File: src/rtl/usbtx_pkg.sv
`timescale 1ns/1ps
package usbtx_pkg;

   typedef enum logic [2:0] {
      SYM_NONE  = 3'd0,
      SYM_PID   = 3'd1,
      SYM_DATA  = 3'd2,
      SYM_CRC   = 3'd3,
      SYM_EOP   = 3'd4,
      SYM_ERR   = 3'd5,
      SYM_STALL = 3'd6,
      SYM_NAK   = 3'd7
   } sym_e;

   typedef enum logic [2:0] {
      ST_IDLE,
      ST_PID,
      ST_BODY,
      ST_EOP,
      ST_WAIT
   } seq_st_e;

   localparam logic [3:0] PID_DATA0 = 4'h3;
   localparam logic [3:0] PID_DATA1 = 4'hB;
   localparam logic [3:0] PID_NAK   = 4'hA;
   localparam logic [3:0] PID_STALL = 4'hE;

   // PID byte on the wire: check nibble is the complement of the code
   function automatic logic [7:0] pid_byte(input logic [3:0] code);
      return {~code, code};
   endfunction

endpackage

File: src/rtl/usbtx_cmd.sv
`timescale 1ns/1ps
module usbtx_cmd #(
   parameter bit ISO_EN = 1'b1
) (
   input  logic clk,
   input  logic rst_n,
   input  logic cmd_wr,
   input  logic cmd_en,
   input  logic cmd_last,
   input  logic cmd_toggle,
   input  logic cmd_iso,
   input  logic clr_en,
   input  logic clr_last,
   output logic en_q,
   output logic last_q,
   output logic toggle_q,
   output logic iso_q,
   output logic arm
);

   assign arm = cmd_wr && cmd_en;

   // hardware clear has priority over a software write in the same cycle
   always_ff @(posedge clk or negedge rst_n) begin
      if (!rst_n) begin
         en_q     <= 1'b0;
         last_q   <= 1'b0;
         toggle_q <= 1'b0;
      end else begin
         if (clr_en)
            en_q <= 1'b0;
         else if (cmd_wr)
            en_q <= cmd_en;
         if (clr_last)
            last_q <= 1'b0;
         else if (cmd_wr)
            last_q <= cmd_last;
         if (cmd_wr)
            toggle_q <= cmd_toggle;
      end
   end

   if (ISO_EN) begin : g_iso
      always_ff @(posedge clk or negedge rst_n) begin
         if (!rst_n)
            iso_q <= 1'b0;
         else if (cmd_wr)
            iso_q <= cmd_iso;
      end
   end else begin : g_no_iso
      assign iso_q = 1'b0;
   end


   toggle_hold_chk: assert property (@(posedge clk) disable iff (!rst_n)
      !cmd_wr |=> $stable(toggle_q));

endmodule

File: src/rtl/usbtx_stat.sv
`timescale 1ns/1ps
module usbtx_stat (
   input  logic clk,
   input  logic rst_n,
   input  logic stat_rd,
   input  logic arm,
   input  logic ev_done,
   input  logic ev_ack,
   input  logic ev_urun,
   output logic done_q,
   output logic ack_q,
   output logic urun_q
);

   // a hardware event in the same cycle as a clear wins
   always_ff @(posedge clk or negedge rst_n) begin
      if (!rst_n) begin
         done_q <= 1'b0;
         ack_q  <= 1'b0;
         urun_q <= 1'b0;
      end else begin
         if (ev_done)
            done_q <= 1'b1;
         else if (arm)
            done_q <= 1'b0;
         if (ev_ack)
            ack_q <= 1'b1;
         else if (arm || stat_rd)
            ack_q <= 1'b0;
         if (ev_urun)
            urun_q <= 1'b1;
         else if (stat_rd)
            urun_q <= 1'b0;
      end
   end


   ack_needs_done_chk: assert property (@(posedge clk) disable iff (!rst_n)
      ack_q |-> done_q);


   read_clears_chk: assert property (@(posedge clk) disable iff (!rst_n)
      (stat_rd && !ev_urun) |=> !urun_q);

endmodule

File: src/rtl/usbtx_fsm.sv
`timescale 1ns/1ps
module usbtx_fsm
   import usbtx_pkg::*;
#(
   parameter int ACK_TIMEOUT = 64
) (
   input  logic       clk,
   input  logic       rst_n,
   input  logic       in_token,
   input  logic       ack_rx,
   input  logic       sof,
   input  logic       frame_lsb,
   input  logic       ep_halt,
   input  logic       fifo_empty,
   input  logic [7:0] fifo_rdata,
   input  logic       en,
   input  logic       last,
   input  logic       toggle,
   input  logic       iso,
   output sym_e       sym_kind,
   output logic [7:0] sym_data,
   output logic       fifo_pop,
   output logic       fifo_flush,
   output logic       clr_en,
   output logic       clr_last,
   output logic       ev_done,
   output logic       ev_ack,
   output logic       ev_urun
);

   localparam int CNT_W = (ACK_TIMEOUT > 2) ? $clog2(ACK_TIMEOUT) : 1;
   localparam logic [CNT_W-1:0] LAST_CNT = CNT_W'(ACK_TIMEOUT - 1);

   seq_st_e          st, st_n;
   logic             err_q, err_n;
   logic [CNT_W-1:0] cnt, cnt_n;
   logic             frame_ok;

   // isochronous packets are bound to frames of one parity
   assign frame_ok = !iso || (frame_lsb == toggle);

   always_comb begin
      st_n       = st;
      err_n      = err_q;
      cnt_n      = cnt;
      sym_kind   = SYM_NONE;
      sym_data   = 8'h00;
      fifo_pop   = 1'b0;
      fifo_flush = 1'b0;
      clr_en     = 1'b0;
      clr_last   = 1'b0;
      ev_done    = 1'b0;
      ev_ack     = 1'b0;
      ev_urun    = 1'b0;
      unique case (st)
         ST_IDLE: begin
            if (in_token) begin
               if (ep_halt) begin
                  sym_kind = SYM_STALL;
                  sym_data = pid_byte(PID_STALL);
                  clr_en   = 1'b1;
               end else if (en && frame_ok) begin
                  st_n  = ST_PID;
                  err_n = 1'b0;
               end else if (!iso) begin
                  sym_kind = SYM_NAK;
                  sym_data = pid_byte(PID_NAK);
               end
            end else if (sof && iso && en && frame_ok) begin
               fifo_flush = 1'b1;
               clr_en     = 1'b1;
               clr_last   = 1'b1;
               ev_done    = 1'b1;
            end
         end
         ST_PID: begin
            sym_kind = SYM_PID;
            sym_data = pid_byte((toggle && !iso) ? PID_DATA1 : PID_DATA0);
            st_n     = ST_BODY;
         end
         ST_BODY: begin
            if (!fifo_empty) begin
               sym_kind = SYM_DATA;
               sym_data = fifo_rdata;
               fifo_pop = 1'b1;
            end else if (last) begin
               sym_kind = SYM_CRC;
               st_n     = ST_EOP;
               err_n    = 1'b0;
            end else begin
               sym_kind = SYM_ERR;
               ev_urun  = 1'b1;
               st_n     = ST_EOP;
               err_n    = 1'b1;
            end
         end
         ST_EOP: begin
            sym_kind = SYM_EOP;
            clr_en   = 1'b1;
            clr_last = !err_q;
            if (err_q || iso) begin
               ev_done = 1'b1;
               ev_ack  = !err_q;
               st_n    = ST_IDLE;
            end else begin
               st_n  = ST_WAIT;
               cnt_n = '0;
            end
         end
         ST_WAIT: begin
            if (ack_rx) begin
               ev_done = 1'b1;
               ev_ack  = 1'b1;
               st_n    = ST_IDLE;
            end else if (cnt == LAST_CNT) begin
               ev_done = 1'b1;
               st_n    = ST_IDLE;
            end else begin
               cnt_n = cnt + 1'b1;
            end
         end
         default: st_n = ST_IDLE;
      endcase
   end

   always_ff @(posedge clk or negedge rst_n) begin
      if (!rst_n) begin
         st    <= ST_IDLE;
         err_q <= 1'b0;
         cnt   <= '0;
      end else begin
         st    <= st_n;
         err_q <= err_n;
         cnt   <= cnt_n;
      end
   end


   err_then_eop_chk: assert property (@(posedge clk) disable iff (!rst_n)
      (sym_kind == SYM_ERR) |=> (sym_kind == SYM_EOP));


   crc_then_eop_chk: assert property (@(posedge clk) disable iff (!rst_n)
      (sym_kind == SYM_CRC) |=> (sym_kind == SYM_EOP));


   iso_data0_chk: assert property (@(posedge clk) disable iff (!rst_n)
      (sym_kind == SYM_PID && iso) |-> (sym_data == 8'hC3));


   wait_bound_chk: assert property (@(posedge clk) disable iff (!rst_n)
      (st == ST_WAIT) |-> (cnt <= LAST_CNT));

endmodule

File: src/rtl/usb_in_tx_seq.sv
`timescale 1ns/1ps
module usb_in_tx_seq
   import usbtx_pkg::*;
#(
   parameter int ACK_TIMEOUT = 64,
   parameter bit ISO_EN      = 1'b1
) (
   input  logic       clk,
   input  logic       rst_n,
   input  logic       cmd_wr,
   input  logic       cmd_en,
   input  logic       cmd_last,
   input  logic       cmd_toggle,
   input  logic       cmd_iso,
   input  logic       stat_rd,
   input  logic       in_token,
   input  logic       ack_rx,
   input  logic       ep_halt,
   input  logic       sof,
   input  logic       frame_lsb,
   input  logic       fifo_empty,
   input  logic [7:0] fifo_rdata,
   output logic       fifo_pop,
   output logic       fifo_flush,
   output logic       sym_valid,
   output logic [2:0] sym_kind,
   output logic [7:0] sym_data,
   output logic       tx_en_o,
   output logic       last_o,
   output logic       toggle_o,
   output logic       iso_o,
   output logic       done_o,
   output logic       ack_o,
   output logic       urun_o
);

   if (ACK_TIMEOUT < 2) begin : g_bad_timeout
      $error("usb_in_tx_seq: ACK_TIMEOUT must be at least 2");
   end

   sym_e kind;
   logic clr_en, clr_last, ev_done, ev_ack, ev_urun, arm;

   usbtx_cmd #(.ISO_EN(ISO_EN)) u_cmd (
      .clk        (clk),
      .rst_n      (rst_n),
      .cmd_wr     (cmd_wr),
      .cmd_en     (cmd_en),
      .cmd_last   (cmd_last),
      .cmd_toggle (cmd_toggle),
      .cmd_iso    (cmd_iso),
      .clr_en     (clr_en),
      .clr_last   (clr_last),
      .en_q       (tx_en_o),
      .last_q     (last_o),
      .toggle_q   (toggle_o),
      .iso_q      (iso_o),
      .arm        (arm)
   );

   usbtx_fsm #(.ACK_TIMEOUT(ACK_TIMEOUT)) u_fsm (
      .clk        (clk),
      .rst_n      (rst_n),
      .in_token   (in_token),
      .ack_rx     (ack_rx),
      .sof        (sof),
      .frame_lsb  (frame_lsb),
      .ep_halt    (ep_halt),
      .fifo_empty (fifo_empty),
      .fifo_rdata (fifo_rdata),
      .en         (tx_en_o),
      .last       (last_o),
      .toggle     (toggle_o),
      .iso        (iso_o),
      .sym_kind   (kind),
      .sym_data   (sym_data),
      .fifo_pop   (fifo_pop),
      .fifo_flush (fifo_flush),
      .clr_en     (clr_en),
      .clr_last   (clr_last),
      .ev_done    (ev_done),
      .ev_ack     (ev_ack),
      .ev_urun    (ev_urun)
   );

   usbtx_stat u_stat (
      .clk     (clk),
      .rst_n   (rst_n),
      .stat_rd (stat_rd),
      .arm     (arm),
      .ev_done (ev_done),
      .ev_ack  (ev_ack),
      .ev_urun (ev_urun),
      .done_q  (done_o),
      .ack_q   (ack_o),
      .urun_q  (urun_o)
   );

   assign sym_kind  = kind;
   assign sym_valid = (kind != SYM_NONE);


   eop_drops_en_chk: assert property (@(posedge clk) disable iff (!rst_n)
      (kind == SYM_EOP && !cmd_wr) |=> !tx_en_o);


   stall_drops_en_chk: assert property (@(posedge clk) disable iff (!rst_n)
      (kind == SYM_STALL && !cmd_wr) |=> !tx_en_o);


   urun_set_chk: assert property (@(posedge clk) disable iff (!rst_n)
      (kind == SYM_ERR) |=> urun_o);


   pop_only_data_chk: assert property (@(posedge clk) disable iff (!rst_n)
      fifo_pop |-> (kind == SYM_DATA && !fifo_empty));

endmodule

File: config.mk
export PLATFORM = sky130hd
export DESIGN_NAME = usb_in_tx_seq
export DESIGN_NICKNAME = d
export VERILOG_FILES = /design/src/rtl/usbtx_pkg.sv /design/src/rtl/usbtx_cmd.sv /design/src/rtl/usbtx_stat.sv /design/src/rtl/usbtx_fsm.sv /design/src/rtl/usb_in_tx_seq.sv
export SDC_FILE = /design/constraint.sdc
export NUM_CORES = 1
export LEC_CHECK = 0
export CORE_UTILIZATION = 47
export CTS_BUF_LIST = sky130_fd_sc_hd__clkbuf_4
export DETAILED_ROUTE_END_ITERATION = 8
export DONT_BUFFER_PORTS = 1
export REMOVE_ABC_BUFFERS = 1
export SLEW_MARGIN = 0
export SYNTH_ARGS = -nofsm -noshare
export SYNTH_HDL_FRONTEND = slang
export SYNTH_SLANG_ARGS = --single-unit
File: constraint.sdc
create_clock -name clk -period 4.5 [get_ports clk]
set_input_delay 0.9 -clock clk [delete_from_list [all_inputs] [get_ports clk]]
set_output_delay 0.9 -clock clk [all_outputs]
set_load 0.01 [all_outputs]
==> flow_summary.toml, run 1 <==
[die]
io_pins = 43
core-area_um2 = 2020
die_area_um2 = 2420
rows = 16
die_w_um = 49.2
initial_core_util_pct = 51.7
die_y_um = 49.2

[detailed_routing]
wl_um = 2420
wl_per_cell_um = 17.0
initialDrtViolationCount = 20
dr.pass1.iters = 4
via_per_inst = 6.35
ant_nets = 0
vias = 901
drc = 0

[critical_path]
cp-start-kind = "flip-flop"
rr_worst_depth = 4
r2r_setup_slack_ns = 2.58
cp_cell_sequence = "nor3_1, nand2_1, o41ai_1, o21bai_1"
arrival_ns = 2.03
worstReg2RegEnd = "u_fsm.cnt[0]"
max_stage_delay_ns = 0.53
crit_type = "flip-flop to output pin"
rr_startpoint = "u_fsm.st[1]"
crit_required_ns = 3.60
cp_slowest_cell = "nor3_1"
end_kind = "output pin"
crit_fanout = 14

[pwr]
power.density_nw_per_um2 = 532
combPwrFrac_pct = 39.1
sw_frac_of_total_pct = 44.6
internal_power_mw = 0.321
fin_total_pwr_mw = 0.580
irDropWorstVdd_uv = 302
p_sw_mw = 0.259
leakagePower_nw = 0.503
seqPwrFrac_pct = 46.8
clock_power_share_pct = 14.1

[cells_and_area]
nFillCells = 188
diodes = 0
final_cell_mix = "17 x dfrtp_1, 15 x nand2_1, 10 x nor2_1"
final-seq-area_um2 = 425
drive_gt1_share_pct = 10.4
final_cells = 142
syn2layout_area_growth_pct = 4.31
final_common_cell = "dfrtp_1"
design_area_um2 = 1090
nNetsFinal = 139
multi_input_area_um2 = 586

[timing]
maxSlewViolCount = 0
layout_setup_ws_ns = 1.57
skew_ns = 0.00754
fin_crit_ns = 2.93
setup_viol = 0
rsz0062_at_grt = "false"
final-hold-violation-count = 0
maxSlewHeadroom_pct = 57.7
max_freq_mhz = 341
setup-tns-final_ns = 0
fin_crit_sh_pct = 65.2
tightestPinTransition_ns = 0.630

[clock_tree]
cts_tree = "built"
cts_resized = 0
cts_buffer_depth = 2
postCtsSetupBuffers = 0
cts.reportedPaths.clkPinSlew_ns = 0.10
htreeDepth = 1
hold_buffers = 0
ctsRootBufferMaster = "clkbuf_4"
cts_buffers = 3
cts.sinks = 17
clock_latency_ns = 0.29

[run_status]
outcome = "finished, final reports clean"

[global_routing]
grt-ovfl-total = 0
grt_pass1_vias = 763
grt_pass1_wl_um = 3950
grtUsageTotal_pct = 21.4
grt_max_degree = 18
antenna_found_initial = 0

[logic_synthesis]
synth_top_cells_by_area = "dfrtp_1 41%, nand2_1 5.4%, a21o_1 3.6%, nor2_1 3.6%, o21ai_0 3.3%"
synth_cell_types = 45
ys_seq_elements = 17
yosys.area.top_type_share_pct = 40.7
synth-warning-count = 0
yosysTopAreaCell = "dfrtp_1"
synth_cells = 115
synth-seq-area-share_pct = 40.7
avgSynthCellArea_um2 = 9.10
syn_area_um2 = 1050

[placed_design]
post-dp-hpwl_um = 1780
gp_congestion = 0.824
dp_cells = 138
dpl_cell_area_um2 = 1060
port-buffer-count = 0
place_ws_ns = 1.89

[worst_hold_path]
hp-class = "input pin to asynchronous set/reset pin"

[flow_run]
cap_viol_max_count = 0
## critical path, delay by kind of cell (launching register included)
family           cells  cell delay [ns]
AND/OR/NAND/NOR      2             0.63
flip-flops           1             0.52
AO/OA/AOI/OAI        2             0.59
## worst max-delay path by stage
stage / from / to / slack, ns / cells past startpoint
2_1_floorplan: fifo_empty / sym_data[7] / 2.02 / 2
3_3_place_gp: fifo_empty / sym_data[7] / 1.92 / 2
3_5_place_dp: fifo_empty / sym_data[7] / 1.89 / 2
4_1_cts: u_fsm.st[0] / sym_kind[0] / 1.57 / 4
5_1_grt: u_fsm.st[0] / sym_kind[0] / 1.36 / 4
6_report: u_fsm.st[1] / sym_kind[0] / 1.57 / 4
## cell families after synthesis
group,share of synthesized area (%)
buffers and inverters,3.35
muxes,4.54
DFF,40.7
and+or+nand+nor,24.8
adders and majority gates,1.20
AOI/OAI and AO/OA,24.6
xor gates and xnor gates,0.837
## cells in the mapped netlist
library cell / instances
nand4_1: 1
nor3b_1: 4
o21bai_1: 1
ha_1: 1
dfrtp_1: 17
clkbuf_1: 3
nand3b_1: 1
a221oi_1: 1
nor2b_1: 1
nor2_1: 10
a221o_1: 1
o31ai_1: 2
xor2_1: 1
o22ai_1: 2
o41ai_1: 1
and2_1: 1
a31oi_1: 1
or3b_2: 1
mux2i_1: 1
a211oi_1: 1
a32o_1: 1
mux2_4: 1
a22o_1: 3
buf_2: 1
o211ai_1: 2
a21o_1: 5
o21ai_0: 7
nand3_1: 3
nor3_1: 3
or3_1: 1
and3b_1: 1
o221ai_1: 1
o32ai_1: 1
nand2_1: 15
a311oi_1: 1
nor3_2: 1
nand2b_1: 2
nor2_2: 1
nor4_1: 1
and3_1: 1
mux2_2: 2
inv_1: 5
a31oi_4: 1
a21oi_1: 2
or4b_4: 1
## registers in the layout, summed over array words and instances (netlist names)
name and cells:
u_fsm.cnt 6, u_fsm.st 3, u_cmd.en_q 1, u_cmd.iso_q 1
u_cmd.last_q 1, u_cmd.toggle_q 1, u_fsm.err_q 1, u_stat.ack_q 1
u_stat.done_q 1, u_stat.urun_q 1
## layer usage
layer / up-vias / GRT usage, % / wire [um]
met5: - / 0 / 0
met2: 33 / 30.4 / 1050
li1: 432 / - / -
met1: 434 / 31.7 / 1190
met4: 0 / 5.88 / 14
met3: 2 / 5.92 / 175
## power by group through the flow
stage	Sequential (mW)	Clock (mW)	Combinational [mW]
after floorplan	0.255	0	0.194
after global placement	0.270	0	0.227
after detailed placement	0.273	0	0.228
after CTS	0.270	0.0884	0.228
after global routing	0.280	0.0938	0.253
final	0.272	0.0818	0.227
## per-stage QoR
stage / hold slack (ns) / util (%)
after floorplan: 0.487 / -
after global placement: 0.517 / 52.6
after detailed placement: 0.518 / 52.6
after CTS: 0.268 / 54.0
after global routing: 0.251 / 54.0
final: 0.287 / 54.0
## layout make-up
cell class / instances / share of cell area (%)
Clock buffer: 3 / 2.06
Clock inverter: 1 / 0.459
Inverter: 5 / 1.72
Multi-Input combinational cell: 89 / 53.7
Sequential cell: 17 / 39.0
Tap cell: 27 / 3.10
Power figures use the tool's default switching activity.
==> run 2, diff against run 1 <==
--- a/config.mk
+++ b/config.mk
@@ -5,6 +5,7 @@
 export SDC_FILE = /design/constraint.sdc
 export NUM_CORES = 1
 export LEC_CHECK = 0
+export ABC_AREA = 1
 export CORE_UTILIZATION = 47
 export CTS_BUF_LIST = sky130_fd_sc_hd__clkbuf_4
 export DETAILED_ROUTE_END_ITERATION = 8
==> constraint.sdc (replaced) <==
create_clock -name clk -period 3 [get_ports clk]
set_input_delay 0.6 -clock clk [delete_from_list [all_inputs] [get_ports clk]]
set_output_delay 0.6 -clock clk [all_outputs]
set_load 0.01 [all_outputs]
==> flow_summary.toml, run 2 <==
[timing]
fin_crit_sh_pct = 74.5
maxSlewHeadroom_pct = 48.1
whs_ns = 0.406
rsz0062_at_grt = "false"
maxSlewViolCount = 0
skew_ns = 0.00252
final-hold-violation-count = 0
setup_viol = 0
tightestPinTransition_ns = 0.775
setup-tns-final_ns = 0
max_freq_mhz = 448
fin_crit_ns = 2.23

[clock_tree]
ctsRootBufferMaster = "clkbuf_4"
postCtsSetupBuffers = 0
clock_latency_ns = 0.29
cts_buffers = 3
cts_buffer_depth = 2
hold_buffers = 1
cts.sinks = 17
cts_resized = 0
cts.reportedPaths.clkPinSlew_ns = 0.09
cts_tree = "built"
htreeDepth = 1

[cells_and_area]
nFillCells = 233
final_common_cell = "nand2_1"
largest_register_ffs = 6
reg_top3 = "u_fsm.cnt x6, u_fsm.st x3"
finalCoreUtilization_pct = 53.3
drive_gt1_share_pct = 13.2
final_cell_mix = "56 x nand2_1, 18 x inv_1, 17 x nand3_1, 17 x dfrtp_1, 16 x nor2_1"
diodes = 0
syn2layout_area_growth_pct = 6.73
nNetsFinal = 191
regMostFlops = "u_fsm.cnt"

[critical_path]
arrival_ns = 1.63
crit_type = "flip-flop to output pin"
crit_required_ns = 2.40
rr_startpoint = "u_cmd.iso_q"
cp_slowest_cell = "dfrtp_1"
cp-start-kind = "flip-flop"
r2r_setup_slack_ns = 1.58
rr_worst_depth = 6
end_kind = "output pin"
cp_cell_sequence = "nor2_2, nand2_1, nor2_1, nand2_1, nand3_1"
worstReg2RegEnd = "u_stat.done_q"
crit_fanout = 5
max_stage_delay_ns = 0.47
crit_top_cell = "nand2_1"

[detailed_routing]
dr.pass1.iters = 4
wl_um = 2500
ant_nets = 0
via_per_inst = 5.21
vias = 1016
initialDrtViolationCount = 22
wl_per_cell_um = 12.8
drc = 0

[die]
initial_core_util_pct = 49.9
die_area_um2 = 2570
rows = 17
die_y_um = 50.7
core-area_um2 = 2230
io_pins = 43
die_w_um = 50.7

[global_routing]
grt_pass1_vias = 912
grtUsageTotal_pct = 22.3
grt_pass1_wl_um = 4180
grt_max_degree = 18
antenna_found_initial = 0
grt-ovfl-total = 0

[worst_hold_path]
hp-start = "stat_rd"
whs_endpoint = "u_stat.urun_q"
hp-class = "input pin to flip-flop"
whs_path_depth = 1

[logic_synthesis]
synth-simple-area-share_pct = 44.0
synth_compound_area_share_pct = 8.31
synth-xor-area-share_pct = 0.786
synth-seq-area-share_pct = 38.2
ys_seq_elements = 17
synthArstFlopShare_pct = 100
synth_cells = 162
synth_ff_type = "dfrtp_1"
synth_top_family_by_area = "simple AND/OR/NAND/NOR gates"
yosys-top-cells-count = "56 x nand2_1, 18 x inv_1, 17 x dfrtp_1, 17 x nand3_1, 16 x nor2_1"
synth-warning-count = 0
synth.area.mux_share_pct = 0
yosysTopAreaCell = "dfrtp_1"
yosysMostFrequentCell = "nand2_1"
synth_top_cells_by_area = "dfrtp_1 38%, nand2_1 19%, nand3_1 7.6%, inv_1 6.1%, nor2_1 5.4%"
synth_edf_count = 0
yosys.area.top_type_share_pct = 38.2
avgSynthCellArea_um2 = 6.88
syn_area_um2 = 1110
synth_cell_types = 24
synth_fa_ha_area_share_pct = 1.12

[pwr]
seqPwrFrac_pct = 41.0
power.density_nw_per_um2 = 737
irDropWorstVdd_uv = 442
fin_total_pwr_mw = 0.877
sw_frac_of_total_pct = 48.2
clock_power_share_pct = 14.8
leakagePower_nw = 0.649
internal_power_mw = 0.454
combPwrFrac_pct = 44.2
p_sw_mw = 0.423

[flow_run]
cap_viol_max_count = 0

[placed_design]
post-dp-hpwl_um = 1970
port-buffer-count = 0
gp_congestion = 0.818

[run_status]
outcome = "finished, final reports clean"
[run 2: cell families (layout without fill, tap and decap cells)]
kind of cell | Yosys count | count (layout)
compound gates | 16 | 16
buf+inv | 22 | 27
xor+xnor | 1 | 1
simple gates | 105 | 105
flops | 17 | 17
fa+ha+maj | 1 | 1
[run 2: worst max-delay path, delay by kind of cell (launching register included)]
kind	cells	cell delay [ns]
flip-flops	1	0.47
AND/OR/NAND/NOR	5	0.87
[run 2: final cells by class]
cell class                 instances  area, um^2  share of cell area, %
clock buffer                       4        30.0                   2.52
timing repair buffer               1        10.0                  0.841
inverter                          22        85.1                   7.15
multi-input combinational        123         604                   50.8
tap                               28        35.0                   2.94
sequential                        17         425                   35.8
[run 2: stage by stage]
step	cells	worst slack (ns)	area [um^2]
floorplan	162	1.30	1110
global placement	190	1.17	1150
detailed placement	190	1.13	1150
CTS	195	0.786	1190
global route	195	0.632	1190
finish	195	0.766	1190
[run 2: worst max-delay path by stage]
stage	startpoint	endpoint	slack [ns]
floorplan	fifo_empty	sym_data[1]	1.30
CTS	u_fsm.st[0]	sym_kind[2]	0.79
finish	u_fsm.st[0]	sym_kind[2]	0.77
global route	u_fsm.st[0]	sym_kind[2]	0.63
global placement	u_fsm.st[0]	sym_kind[2]	1.17
detailed placement	u_fsm.st[0]	sym_kind[2]	1.13
[run 2: per-layer routing]
layer	share of wire, %	wire length, um	global-route usage [%]	vias to the layer above
met3	6.1	153	6.06	2
met2	46	1160	32.7	24
met5	0	0	0	-
li1	-	-	-	526
met4	0.68	17	9.26	0
met1	47	1170	30.9	464
[run 2: power by group through the flow]
stage | combinational (mW) | sequential, mW | clock [mW]
global placement | 0.376 | 0.360 | 0
CTS | 0.390 | 0.359 | 0.138
floorplan | 0.322 | 0.349 | 0
global route | 0.440 | 0.369 | 0.148
detailed placement | 0.384 | 0.363 | 0
finish | 0.388 | 0.359 | 0.130
